[config.mk]
export PLATFORM = sky130hd
export DESIGN_NAME = turnpos_unit
export DESIGN_NICKNAME = d
export VERILOG_FILES = /design/src/rtl/turnpos_pkg.sv /design/src/rtl/turnpos_offset.sv /design/src/rtl/turnpos_scale.sv /design/src/rtl/turnpos_unit.sv
export SDC_FILE = /design/constraint.sdc
export NUM_CORES = 1
export LEC_CHECK = 0
export BUFFER_PORTS_ARGS = -buffer_cell sky130_fd_sc_hd__buf_4
export CAP_MARGIN = 20
export CORE_MARGIN = 10
export CORE_UTILIZATION = 40
export CTS_CLUSTER_DIAMETER = 120
export DETAILED_ROUTE_END_ITERATION = 6
export GPL_TIMING_DRIVEN = 0
export SYNTH_ARGS = -nofsm -noshare
export SYNTH_HDL_FRONTEND = slang
export SYNTH_HIERARCHICAL = 1
export SYNTH_SLANG_ARGS = --single-unit
[constraint.sdc]
create_clock -name clk -period 8.7 [get_ports clk]
set_clock_uncertainty 0.1 [all_clocks]
set_input_delay 0 -clock clk [delete_from_list [all_inputs] [get_ports clk]]
set_output_delay 0 -clock clk [all_outputs]
set_load 0.03 [all_outputs]
[src/rtl/turnpos_pkg.sv]
package turnpos_pkg;
  // 2*pi scaled by 2^25, truncated
  localparam longint unsigned TWO_PI_Q25 = 64'd210828714;
  localparam int ANG_FRAC = 25;

  // ticks-to-radian scale; truncation makes it zero for wide single-turn fields
  function automatic logic [63:0] recip_for(input int st_w);
    return TWO_PI_Q25 >> st_w;
  endfunction
endpackage

[src/rtl/turnpos_offset.sv]
module turnpos_offset #(
  parameter int ST_W  = 25,
  parameter int MT_W  = 12,
  parameter int OFS_W = 32
) (
  input  logic [ST_W-1:0]  raw_st,
  input  logic [MT_W-1:0]  raw_mt,
  input  logic [OFS_W-1:0] offset_ticks,
  input  logic             multi_turn_en,
  output logic [ST_W-1:0]  st_corr,
  output logic [MT_W-1:0]  mt_corr,
  output logic signed [1:0] rev_carry
);
  localparam int SUM_W = ((ST_W > OFS_W) ? ST_W : OFS_W) + 2;

  logic signed [SUM_W-1:0] st_ext;
  logic signed [SUM_W-1:0] ofs_ext;
  logic signed [SUM_W-1:0] sum;

  assign st_ext  = {{(SUM_W-ST_W){1'b0}}, raw_st};
  assign ofs_ext = {{(SUM_W-OFS_W){offset_ticks[OFS_W-1]}}, offset_ticks};
  assign sum     = st_ext + ofs_ext;

  // low bits: wrapped single-turn; arithmetic shift: whole revolutions crossed
  assign st_corr   = sum[ST_W-1:0];
  assign rev_carry = 2'(sum >>> ST_W);

  always_comb begin
    if (multi_turn_en)
      mt_corr = raw_mt + {{(MT_W-2){rev_carry[1]}}, rev_carry};
    else
      mt_corr = '0;
  end
endmodule

[src/rtl/turnpos_scale.sv]
module turnpos_scale
  import turnpos_pkg::*;
#(
  parameter int ST_W  = 25,
  parameter int PP_W  = 8,
  parameter int ANG_W = 32
) (
  input  logic [ST_W-1:0]  st_corr,
  input  logic [PP_W-1:0]  pole_pairs,
  output logic [ANG_W-1:0] mech_angle,
  output logic [ANG_W-1:0] elec_angle,
  output logic             angle_ok
);
  localparam logic [ANG_W-1:0] RECIP = ANG_W'(recip_for(ST_W));
  localparam int PROD_W = ST_W + ANG_W;

  logic [ST_W-1:0] elec_turn;

  // fractional revolution of the electrical angle
  assign elec_turn = ST_W'({{PP_W{1'b0}}, st_corr} * {{ST_W{1'b0}}, pole_pairs});

  assign mech_angle = ANG_W'({{ANG_W{1'b0}}, st_corr} * PROD_W'(RECIP));
  assign elec_angle = ANG_W'({{ANG_W{1'b0}}, elec_turn} * PROD_W'(RECIP));
  assign angle_ok   = (RECIP != '0);
endmodule

[src/rtl/turnpos_unit.sv]
module turnpos_unit #(
  parameter int ST_W  = 25,
  parameter int MT_W  = 12,
  parameter int OFS_W = 32,
  parameter int PP_W  = 8,
  parameter int ANG_W = 32
) (
  input  logic             clk,
  input  logic             rst_n,
  input  logic             in_valid,
  input  logic [ST_W-1:0]  raw_st,
  input  logic [MT_W-1:0]  raw_mt,
  input  logic [OFS_W-1:0] offset_ticks,
  input  logic [PP_W-1:0]  pole_pairs,
  input  logic             multi_turn_en,
  output logic             out_valid,
  output logic [ST_W-1:0]  st_pos,
  output logic [MT_W-1:0]  mt_pos,
  output logic [ANG_W-1:0] mech_angle,
  output logic [ANG_W-1:0] elec_angle,
  output logic             angle_ok
);
  logic [ST_W-1:0]   st_next;
  logic [MT_W-1:0]   mt_next;
  logic signed [1:0] rev_carry;
  logic [ANG_W-1:0]  mech_next;
  logic [ANG_W-1:0]  elec_next;
  logic              ok_next;

  turnpos_offset #(.ST_W(ST_W), .MT_W(MT_W), .OFS_W(OFS_W)) u_ofs (
    .raw_st        (raw_st),
    .raw_mt        (raw_mt),
    .offset_ticks  (offset_ticks),
    .multi_turn_en (multi_turn_en),
    .st_corr       (st_next),
    .mt_corr       (mt_next),
    .rev_carry     (rev_carry)
  );

  turnpos_scale #(.ST_W(ST_W), .PP_W(PP_W), .ANG_W(ANG_W)) u_scale (
    .st_corr    (st_next),
    .pole_pairs (pole_pairs),
    .mech_angle (mech_next),
    .elec_angle (elec_next),
    .angle_ok   (ok_next)
  );

  always_ff @(posedge clk) begin
    if (!rst_n) begin
      out_valid  <= 1'b0;
      st_pos     <= '0;
      mt_pos     <= '0;
      mech_angle <= '0;
      elec_angle <= '0;
      angle_ok   <= 1'b0;
    end else begin
      out_valid <= in_valid;
      if (in_valid) begin
        st_pos     <= st_next;
        mt_pos     <= mt_next;
        mech_angle <= mech_next;
        elec_angle <= elec_next;
        angle_ok   <= ok_next;
      end
    end
  end
endmodule

==> results of run 1 <==
-- final timing paths --
check,from,endpoint,depth (start not counted)
max,raw_st[0],elec_angle[27],34
min,raw_mt[0],mt_pos[0],5
max reg2reg,st_pos[14],st_pos[14],2
min reg2reg,st_pos[7],st_pos[7],2
-- flip-flops by register name (all words and copies together) (netlist names) --
signal	count
st_pos	25
elec_angle	32
mt_pos	12
angle_ok	1
mech_angle	32
out_valid	1
-- worst reg2reg max path, delay by kind of cell (launching register included) --
family	cells	cell delay [ns]
DFF	1	0.40
and+or+nand+nor	1	0.14
muxes	1	0.09
-- routing by layer --
metal  track usage [%]  wire length [um]
met4             3.224               379
met1             22.17             16700
met3             4.638              2029
met2             30.08             17240
met5                 0                 0
-- final cells by class --
type,instances,area [um2]
clock inverters,6,62.56
fillers,3281,17050
clock buffers,10,239.0
well taps,442,553.0
inverters,149,559.3
repair buffers,189,1424
multi-input cells,1189,10350
flip-flops and latches,103,2062
plain buffers,57,407.9
-- logic make-up (layout without fill, tap and decap cells) --
kind of cell | count (synthesis) | after routing | synth area share, %
AOI/OAI and AO/OA | 265 | 265 | 14.20
xor gates and xnor gates | 102 | 102 | 6.767
adders and majority gates | 238 | 238 | 29.02
buffers and inverters | 206 | 411 | 7.265
DFF | 103 | 103 | 15.49
muxes | 104 | 104 | 7.820
other | 2 | 11 | 0.05641
and+or+nand+nor | 469 | 469 | 19.38
-- what timing repair did --
action | CTS | global route
buffers inserted | 0 | 0
gates resized for setup | 0 | 5
setup endpoints to repair | 0 | 3
hold buffers | 2 | 0
endpoints found under the hold margin | 35 | 0
-- stage by stage --
| step | setup TNS, ns | hold slack (ns) | setup WS, ns | utilization (%) | cells |
|---|---|---|---|---|---|
| after detailed placement | -0.3159 | 0.2958 | -0.3159 | 46.66 | 2121 |
| after global routing | 0 | 0.06902 | 0.04971 | 47.88 | 2145 |
| after CTS | 0 | 0.01615 | 0.07858 | 47.64 | 2139 |
| after global placement | -0.2784 | 0.2816 | -0.2784 | 46.54 | 2116 |
| final | 0 | 0.02843 | 0.6505 | 47.88 | 2145 |
| after floorplan | 0 | 0.1813 | 1.451 | - | 1498 |
-- cell usage in the layout (no fill, tap or decap), types with 4 or more instances in the layout --
cell type,n
sky130_fd_sc_hd__and3_1,5
sky130_fd_sc_hd__nor3_1,21
sky130_fd_sc_hd__o31a_1,4
sky130_fd_sc_hd__o21ai_1,7
sky130_fd_sc_hd__nor2b_1,116
sky130_fd_sc_hd__buf_2,7
sky130_fd_sc_hd__a211oi_2,4
sky130_fd_sc_hd__nand3_1,15
sky130_fd_sc_hd__nor2_1,62
sky130_fd_sc_hd__o21bai_1,13
sky130_fd_sc_hd__xnor2_1,65
sky130_fd_sc_hd__buf_12,7
sky130_fd_sc_hd__nand2b_1,6
sky130_fd_sc_hd__o31ai_1,5
sky130_fd_sc_hd__ha_1,120
sky130_fd_sc_hd__mux2i_1,104
sky130_fd_sc_hd__dfxtp_1,103
sky130_fd_sc_hd__conb_1,11
sky130_fd_sc_hd__a21oi_1,72
sky130_fd_sc_hd__inv_1,149
sky130_fd_sc_hd__clkbuf_1,26
sky130_fd_sc_hd__or3_1,7
sky130_fd_sc_hd__a21o_1,44
sky130_fd_sc_hd__fa_1,118
sky130_fd_sc_hd__nand4_1,14
sky130_fd_sc_hd__and2_1,131
sky130_fd_sc_hd__a211oi_1,8
sky130_fd_sc_hd__clkbuf_16,9
sky130_fd_sc_hd__o21a_1,13
sky130_fd_sc_hd__o21ai_0,33
sky130_fd_sc_hd__buf_4,203
sky130_fd_sc_hd__nand2_1,75
sky130_fd_sc_hd__xor2_1,33
sky130_fd_sc_hd__a31oi_1,9
==> results, run 1 <==
- The remaining global-route overflow is 0.
- The worst setup slack for register-to-register paths is 7.91 ns.
- The number of antenna violations at the first check in global routing is 0.
- The final wirelength is 36.35 mm.
- The initial standard-cell utilization of the core is approximately 41%.
- Global routing used between 10% and 20% of the available tracks across all layers.
- The die is between 200 and 250 um wide.
- The clock transition at the register clock pins on the worst setup and hold paths after CTS is roughly 0.08 ns.
- The largest buffer count on any clock path is 2.
- The largest delay contributor family on the critical path is compound AO/OA/AOI/OAI gates.
- The worst endpoint required time is about 8.9 ns.
- The share of synthesized flip-flops with an asynchronous set or reset is 0%.
- The weighted congestion at the end of routability-driven global placement is about 0.9.
- The global-route wire length before repair is slightly below 60 mm.
- The final number of hold-violating endpoints came to 0.
- The path category of the worst min-delay check is primary input to register.
- The area of the core is 32,700 um2.
- The most common cell in the synthesized netlist is sky130_fd_sc_hd__inv_1.
- The number of pins with negative max-slew slack in the final report is 0.
- After legalization and detailed placement, the total HPWL measured about 30 mm.
- Timing would allow up to 124.2 MHz.
- The proportion of netlist area held by the largest area contributor is between 15 and 20%.
- The number of nets in the finished design is 2,017.
- The average size of a mapped cell is slightly below 9 um2.
- The total of endpoints with negative setup slack in the final report is 0.
- Yosys printed 6 warnings.
- Data on the critical path arrives at its endpoint at roughly 8 ns.
- The initial DRC count is ~400.
- Entering global routing, the biggest net connects 20 pins.
- Across all layers, the routed design uses roughly 11,000 vias.
- The critical path is of the primary input to register type.
- The number of buffers and inverters on the critical path is 4.
- Counting stages on the worst path, the most repeated cell is sky130_fd_sc_hd__fa_1.
- The primary flip-flop cell chosen by synthesis mapping is sky130_fd_sc_hd__dfxtp_1.
- The count of buffers added on input and output ports is ~180.
- The via count of the first global-routing pass is 11,226.
- Of the synthesized area, sequential elements account for about 15%.
- The clock buffer count from CTS is 9.
- The remaining antenna violation count is 0.
- The iteration count of the initial detailed-routing pass is 5.
- The nature of the critical path endpoint is a register.
- Setup repair after global routing left no endpoint under its margin.
- The floorplan row count is between 60 and 70.
- The biggest area consumer among synthesized cells is sky130_fd_sc_hd__fa_1.
- The finished layout cell area is 15,660 um2.
- In the final layout, the share of cells above drive strength 1 is between 15 and 20%.
- The post-synthesis to final-layout area growth is 17.60%.
- The routed via count divided by cell count is 5.022.
- The count of state elements after synthesis is roughly 100.
- At the pin with the least slew margin, the transition time is 1.134 ns.
- STA classifies the critical path startpoint as a primary input.
- The cell count after synthesis is roughly 1,500.
- After synthesis, the netlist uses 86 different library cells.
- The worst pin sits at a relative slew slack of 24.16%.
- Summing every instance area after synthesis gives roughly 13,000 um2.
- The number of clock sinks is 103.
- In this run the worst path has a maximum fanout of 11.
- Ranked by instance count, the synthesized netlist is headed by sky130_fd_sc_hd__inv_1 (149), sky130_fd_sc_hd__and2_1 (131), sky130_fd_sc_hd__ha_1 (120).
- The area of the die is just over 40,000 um2.
- The depth of the CTS H-tree is 3.
- The flow ran to the end, and the final reports show no timing, DRC or antenna violations.
- The root buffer selected by CTS is sky130_fd_sc_hd__clkbuf_16.
- The die is 202.4 um tall.
- The post-place instance area is around 15,000 um2.
- 0 antenna diodes ended up in the layout.
- Clock latency on the worst-skew pair, taken at its later pin, is 0.37 ns.
- 184 I/O pins were placed.
- The worst path needs a little over 8 ns of the cycle, external delays included.
- The largest single stage delay on the critical path is a little under 0.9 ns.
- In the routed design, unresolved DRC markers number 0.
- In this run, synthesis inferred 0 flip-flops with an integrated enable.
- The critical path's slowest cell is sky130_fd_sc_hd__xor2_1.
- Max-cap violations in this run came to 0.
- Sorting the synthesized cells by area gives the leading types as sky130_fd_sc_hd__fa_1 (18%), sky130_fd_sc_hd__dfxtp_1 (15%), sky130_fd_sc_hd__ha_1 (11%).
- The CTS tree is built.
- After detailed routing, the average wire length per cell comes to about 17 um.
- The post-route clock period utilization is 92.52%.
Power of run 1 is left out: the tool's default activity adds up to more than one toggle a clock period on the data nets, which glitch-free logic cannot reach.
==> run 2, diff against run 1 <==
--- a/config.mk
+++ b/config.mk
@@ -8,3 +8,3 @@
 export BUFFER_PORTS_ARGS = -buffer_cell sky130_fd_sc_hd__buf_4
-export CAP_MARGIN = 20
+export CAP_MARGIN = 25
 export CORE_MARGIN = 10
@@ -14,2 +14,3 @@
 export GPL_TIMING_DRIVEN = 0
+export PLACE_DENSITY = 0.64
 export SYNTH_ARGS = -nofsm -noshare
==> constraint.sdc (replaced) <==
create_clock -name clk -period 8.7 [get_ports clk]
set_clock_uncertainty 0.1 [all_clocks]
set_input_delay 0.87 -clock clk [delete_from_list [all_inputs] [get_ports clk]]
set_output_delay 0.87 -clock clk [all_outputs]
set_load 0.03 [all_outputs]
==> results, run 2 (same netlist as run 1, synthesis figures left out) <==
- The post-DP HPWL is 29.80 mm.
- The peak fanout along the critical path is 5.
- Cells with a size suffix above 1 make up 19.20% of the layout.
- The reg-to-reg critical path startpoint is st_pos[22].
- For hold timing, the worst endpoint is elec_angle[13].
- 0 antenna diodes ended up in the layout.
- The final route contains roughly 11,000 vias.
- For this run the aggregate overflow at the end of global routing stands at 0.
- The max capacitance violation total is 0.
- The number of clock sinks is a little over 100.
- After routing the design area is approximately 16,000 um2.
- Clock-pin slew was measured on the worst setup and hold paths at roughly 0.09 ns.
- The iteration count of the initial detailed-routing pass is 5.
- The number of pins with negative max-slew slack in the final report is 0.
- The H-tree generated during clock tree synthesis spans 3 levels.
- The final wirelength is approximately 37 mm.
- In the final layout, the registers with the most flip-flops are elec_angle x32, mech_angle x32, st_pos x25.
- In the final routed layout, each cell accounts on average for roughly 17 um.
- For the worst-skew pair, the clock arrives at the later sink with an insertion delay of about 0.37 ns.
- The floorplan row count is between 60 and 70.
- The largest buffer count on any clock path is 2.
- In this run, CTS created clock tree buffers numbering 9.
- The floorplan step set the die height to 202.4 um.
- The largest net degree at the start of global routing is 24.
- Cells fill 49.12% of the core in the end.
- The reg-to-reg critical path endpoint is st_pos[22].
- The worst setup path is captured at a register.
- The global-route wire length before repair is about 59 mm.
- The flow ran to the end, and the final reports show no timing, DRC or antenna violations.
- The post-synthesis to final-layout area growth is 20.65%.
- During I/O placement, the number of pins put on the boundary was between 150 and 200.
- For this run, the post-layout net count is 2,033.
- The path category of the worst min-delay check is register to register.
- Global routing consumed, over all layers together, about 18% of the routing resources.
- The post-route clock period utilization is between 90% and 100%.
- The number of antenna violations at the first check in global routing was 0.
- After detailed routing, the number of remaining DRC violations is 0.
- The CTS tree is built.
- The library cells used most frequently in the layout, excluding fill and tap cells, are sky130_fd_sc_hd__buf_4 (221), sky130_fd_sc_hd__inv_1 (149), sky130_fd_sc_hd__and2_1 (131).
- The worst setup path is of the primary input to register kind.
- In this run the horizontal extent of the chip is between 200 and 250 um.
- The data arrival at the endpoint of the critical path is approximately 8.5 ns.
- The initial utilization of the core area, before any placement, comes to roughly two fifths.
- The logic depth of the worst register-to-register path is 2.
- The via count of the first global-routing pass was between 10,000 and 15,000.
- The critical path's slowest cell is sky130_fd_sc_hd__fa_1.
- The maximum single-stage delay on the critical path is approximately 0.55 ns.
- The finished layout holds between 2,000 and 2,500 standard cells, fillers aside.
- At the pin with the least slew margin, the transition time is about 0.9 ns.
- The number of placed instances, taps included is 2,128.
- The total of endpoints with negative setup slack in the final report is 0.
- For flop-to-flop paths, the worst setup slack is 7.95 ns.
- The worst endpoint required time is between 8 and 9 ns.
- The nature of the critical path startpoint is a primary input.
- Buffers placed on the I/O ports in this run total roughly 180.
- The detailed router finished its first iteration with ~530 violations.
- The shortest period the worst path allows is roughly 8.4 ns.
- The final number of hold-violating endpoints is 0.
- Timing would allow up to around 120 MHz.
- Measured against its own limit, the worst slew margin works out to approximately 40%.
- Along the worst hold path, the cell count comes to 2.
- The routed via count divided by cell count is about 5.
- The hold path startpoint is elec_angle[13].
- After clock tree synthesis, the flow added hold-fix buffers numbering 0.
- The remaining antenna violation count is 0.
- The root buffer selected by CTS is sky130_fd_sc_hd__clkbuf_16.
- At the end of routability-driven placement, the weighted congestion stood at 0.8957.
- The floorplan step defined a die boundary enclosing roughly 40,000 um2.
- The core region is 32,700 um2.
- The most common cell after layout, fill and taps aside is sky130_fd_sc_hd__buf_4.
- The post-place instance area is 15,310 um2.
[run 2: worst max-delay path by stage]
stage | from | to
after CTS | raw_st[0] | elec_angle[26]
after floorplan | raw_st[3] | elec_angle[25]
after global routing | raw_st[0] | elec_angle[26]
after detailed placement | raw_st[3] | elec_angle[27]
final | raw_st[1] | elec_angle[27]
after global placement | raw_st[3] | elec_angle[27]
[run 2: cell type report]
cell class,instances,area [um2]
fill,3183,16640
clock inverter,7,93.84
timing repair buffer,206,1550
sequential,103,2062
clock buffer,9,225.2
tap,442,553.0
inverter,149,559.3
multi-input combinational,1189,10610
buffer,56,404.1
[run 2: per-layer routing]
layer  share of wire, %  wire [um]  global-route usage, %
met1                 46      16880                  22.64
met2                 47      17260                  29.16
met3                5.6       2077                  4.094
met4                2.1        780                  3.997
met5                  0          0                      0
[run 2: metrics by stage]
stage	worst slack (ns)	TNS, ns	hold slack, ns
after floorplan	0.5808	0	0.5404
after global placement	-1.086	-3.520	0.3993
after detailed placement	-1.193	-4.278	0.4035
after CTS	0.02475	0	0.4276
after global routing	-0.02538	-0.04271	0.4408
final	0.3496	0	0.4213
[run 2: worst max-delay path, delay by kind of cell]
kind	cells	cell delay [ns]
multiplexers	1	0.15
AND/OR/NAND/NOR	6	0.67
XOR/XNOR	2	0.36
AO/OA/AOI/OAI	14	2.90
adder cells (fa/ha/maj)	7	2.91
buffers and inverters	6	0.66
[run 2: timing repair]
| action | 4_1_cts | 5_1_grt |
|---|---|---|
| pin swaps | 2 | 17 |
| setup buffers | 7 | 11 |
| resized for setup | 9 | 45 |
| endpoints found under the setup margin | 5 | 8 |
Power of run 2 is left out for the same reason.
==> run 3, diff against run 2 <==
CORE_ASPECT_RATIO = 0.5   (was default)
CORE_UTILIZATION = 50   (was 40)
PLACE_DENSITY = 0.76   (was 0.64)
==> results, run 3 (same netlist as run 1, synthesis figures left out) <==
- The flow ran to the end, and the final reports show no timing, DRC or antenna violations.
- The via count of the first global-routing pass is around 11,000.
- Leaving out fill and tap cells, the most frequent cells in the layout are sky130_fd_sc_hd__buf_4 (229), sky130_fd_sc_hd__inv_1 (149), sky130_fd_sc_hd__and2_1 (130).
- STA classifies the critical path endpoint as a register.
- The highest metal layer with signal wires is met4.
- Setup repair after global routing could not meet its margin everywhere.
- The total of endpoints with negative setup slack in the final report is 0.
- The worst-margin pin slew is ~1.1 ns.
- The finished layout holds roughly 2,100 standard cells, fillers aside.
- The post-route clock period utilization is between 90% and 100%.
- The clock reaches the later pin of the worst-skew pair after about 0.37 ns.
- The worst setup path is of the primary input to register kind.
- The critical path's slowest cell is sky130_fd_sc_hd__fa_1.
- Across all setup checks in the final design, the least slack found is 0.2569 ns.
- The shortest period the worst path allows is between 8 and 9 ns.
- The initial DRC count is 586.
- Across every metal layer, demand over resource in global routing totals around 20%.
- The floorplan has between 40 and 50 rows.
- The post-place instance area is around 15,000 um2.
- The maximum single-stage delay on the critical path is ~0.52 ns.
- The remaining global-route overflow is 0.
- The die boundary height is between 100 and 150 um.
- The total of fill cells in the finished design is 2,227.
- The worst setup slack after placement is -1.116 ns.
- After detailed routing, the met2 layer carries about 17 mm of wire.
- The nature of the critical path startpoint is a primary input.
- STA puts the critical path data required time at approximately 8.9 ns.
- The total of buffers placed on input and output ports is about 180.
- The final wirelength is 35.50 mm.
- In the routed layout, each cell is associated on average with a via count of roughly 5.3.
- The worst setup slack for register-to-register paths is 7.94 ns.
- The depth of the CTS H-tree is 3.
- The data arrival at the endpoint of the critical path is 8.61 ns.
- Summing all non-filler instances in the final layout gives an area of 16,040 um2.
- The global-route wire length before repair is 55.92 mm.
- The amount of wire on met3 after detailed routing is 2.119 mm.
- The pre-antenna-repair detailed-routing pass consisted of 5 iterations.
- The max capacitance violation total is 0.
- Summing over every cut layer, the via total after detailed routing is approximately 11,000.
- The largest net degree at the start of global routing is 20.
- The horizontal extent of the die is approximately 250 um.
- The detail route stage leaves a number of antenna-violating nets equal to 0.
- The largest buffer count on any clock path is 2.
- The most common cell after layout, fill and taps aside is sky130_fd_sc_hd__buf_4.
- The number of pins with negative max-slew slack in the final report is 0.
- In the final layout, the registers with the most flip-flops are elec_angle x32, mech_angle x32, st_pos x25.
- The number of clock buffers added by TritonCTS is 9.
- The initial standard-cell utilization of the core is a little over 50%.
- The path category of the worst min-delay check is register to register.
- The final design utilization is approximately 61%.
- The clock transition at the register clock pins on the worst setup and hold paths after CTS is roughly 0.070 ns.
- The die covers 33,950 um2.
- The tree built by TritonCTS fans out to 103 sinks.
- The cell that appears most often on the critical path is sky130_fd_sc_hd__fa_1.
- The number of placed instances, taps included is 2,030.
- The wire length per cell is ~17 um.
- Relative to the synthesized area, the layout overhead comes to 20.48%.
- The CTS tree is built.
- The number of nets in the finished design is roughly 2,000.
- Of the cells placed in the final design, the portion with a size suffix greater than 1 is 19.41%.
- The number of antenna violations at the first check in global routing was 1.
- The worst slew margin relative to its limit is 28.53%.
- The number of remaining DRC errors is 0.
- The detailed-routing wirelength on met1 is 15.41 mm.
- The root buffer selected by CTS is sky130_fd_sc_hd__clkbuf_16.
- The I/O pin count is between 150 and 200.
- In this run the worst path has a maximum fanout of 6.
- The final number of hold-violating endpoints came to 0.
- The weighted congestion at the end of routability-driven global placement is around 0.90.
- The maximum clock frequency is between 100 and 150 MHz.
- Once detailed placement completed, the half-perimeter wirelength came to 27.79 mm.
- The area of the core is approximately 26,000 um2.
## run 3: worst max-delay path, delay by kind of cell
kind / cells / cell delay (ns)
and+or+nand+nor: 4 / 0.50
AOI/OAI and AO/OA: 16 / 3.17
xor gates and xnor gates: 2 / 0.49
buffers and inverters: 4 / 0.37
adders and majority gates: 7 / 3.07
muxes: 1 / 0.14
## run 3: final cells by class
cell class                      instances  area [um2]  share of cell area [%]
Antenna cell                            1       2.502                 0.01560
Tap cell                              352       440.4                   2.746
Timing Repair Buffer                  213        1599                   9.970
Multi-Input combinational cell       1189       10660                   66.45
Clock buffer                            9       225.2                   1.404
Sequential cell                       103        2062                   12.86
Clock inverter                          7       88.84                  0.5539
Buffer                                 56       404.1                   2.520
Inverter                              149       559.3                   3.487
## run 3: worst paths after layout
check,from,depth (start not counted),endpoint
worst min register to register,mech_angle[31],2,mech_angle[31]
worst max-delay path,raw_st[3],34,elec_angle[27]
worst max register to register,st_pos[23],2,st_pos[23]
worst min-delay path,mech_angle[31],2,mech_angle[31]
## run 3: per-layer routing
| metal | vias to the layer above | GRT usage (%) |
|---|---|---|
| met5 | - | 0 |
| met4 | 0 | 5.391 |
| met3 | 44 | 4.202 |
| met2 | 310 | 34.24 |
| met1 | 5240 | 25.46 |
| li1 | 5454 | - |
## run 3: per-stage QoR
step	TNS [ns]	hold WS (ns)
2_1_floorplan	0	0.5404
3_3_place_gp	-4.038	0.3975
3_5_place_dp	-4.319	0.4070
4_1_cts	0	0.4264
5_1_grt	-0.1531	0.4380
6_report	0	0.4213
## run 3: what timing repair did
action / 4_1_cts / 5_1_grt
resized for setup: 10 / 48
pin swaps: 2 / 19
hold buffers: 0 / 0
setup buffers: 6 / 27
endpoints found under the setup margin: 5 / 7
Power of run 3 is left out for the same reason.
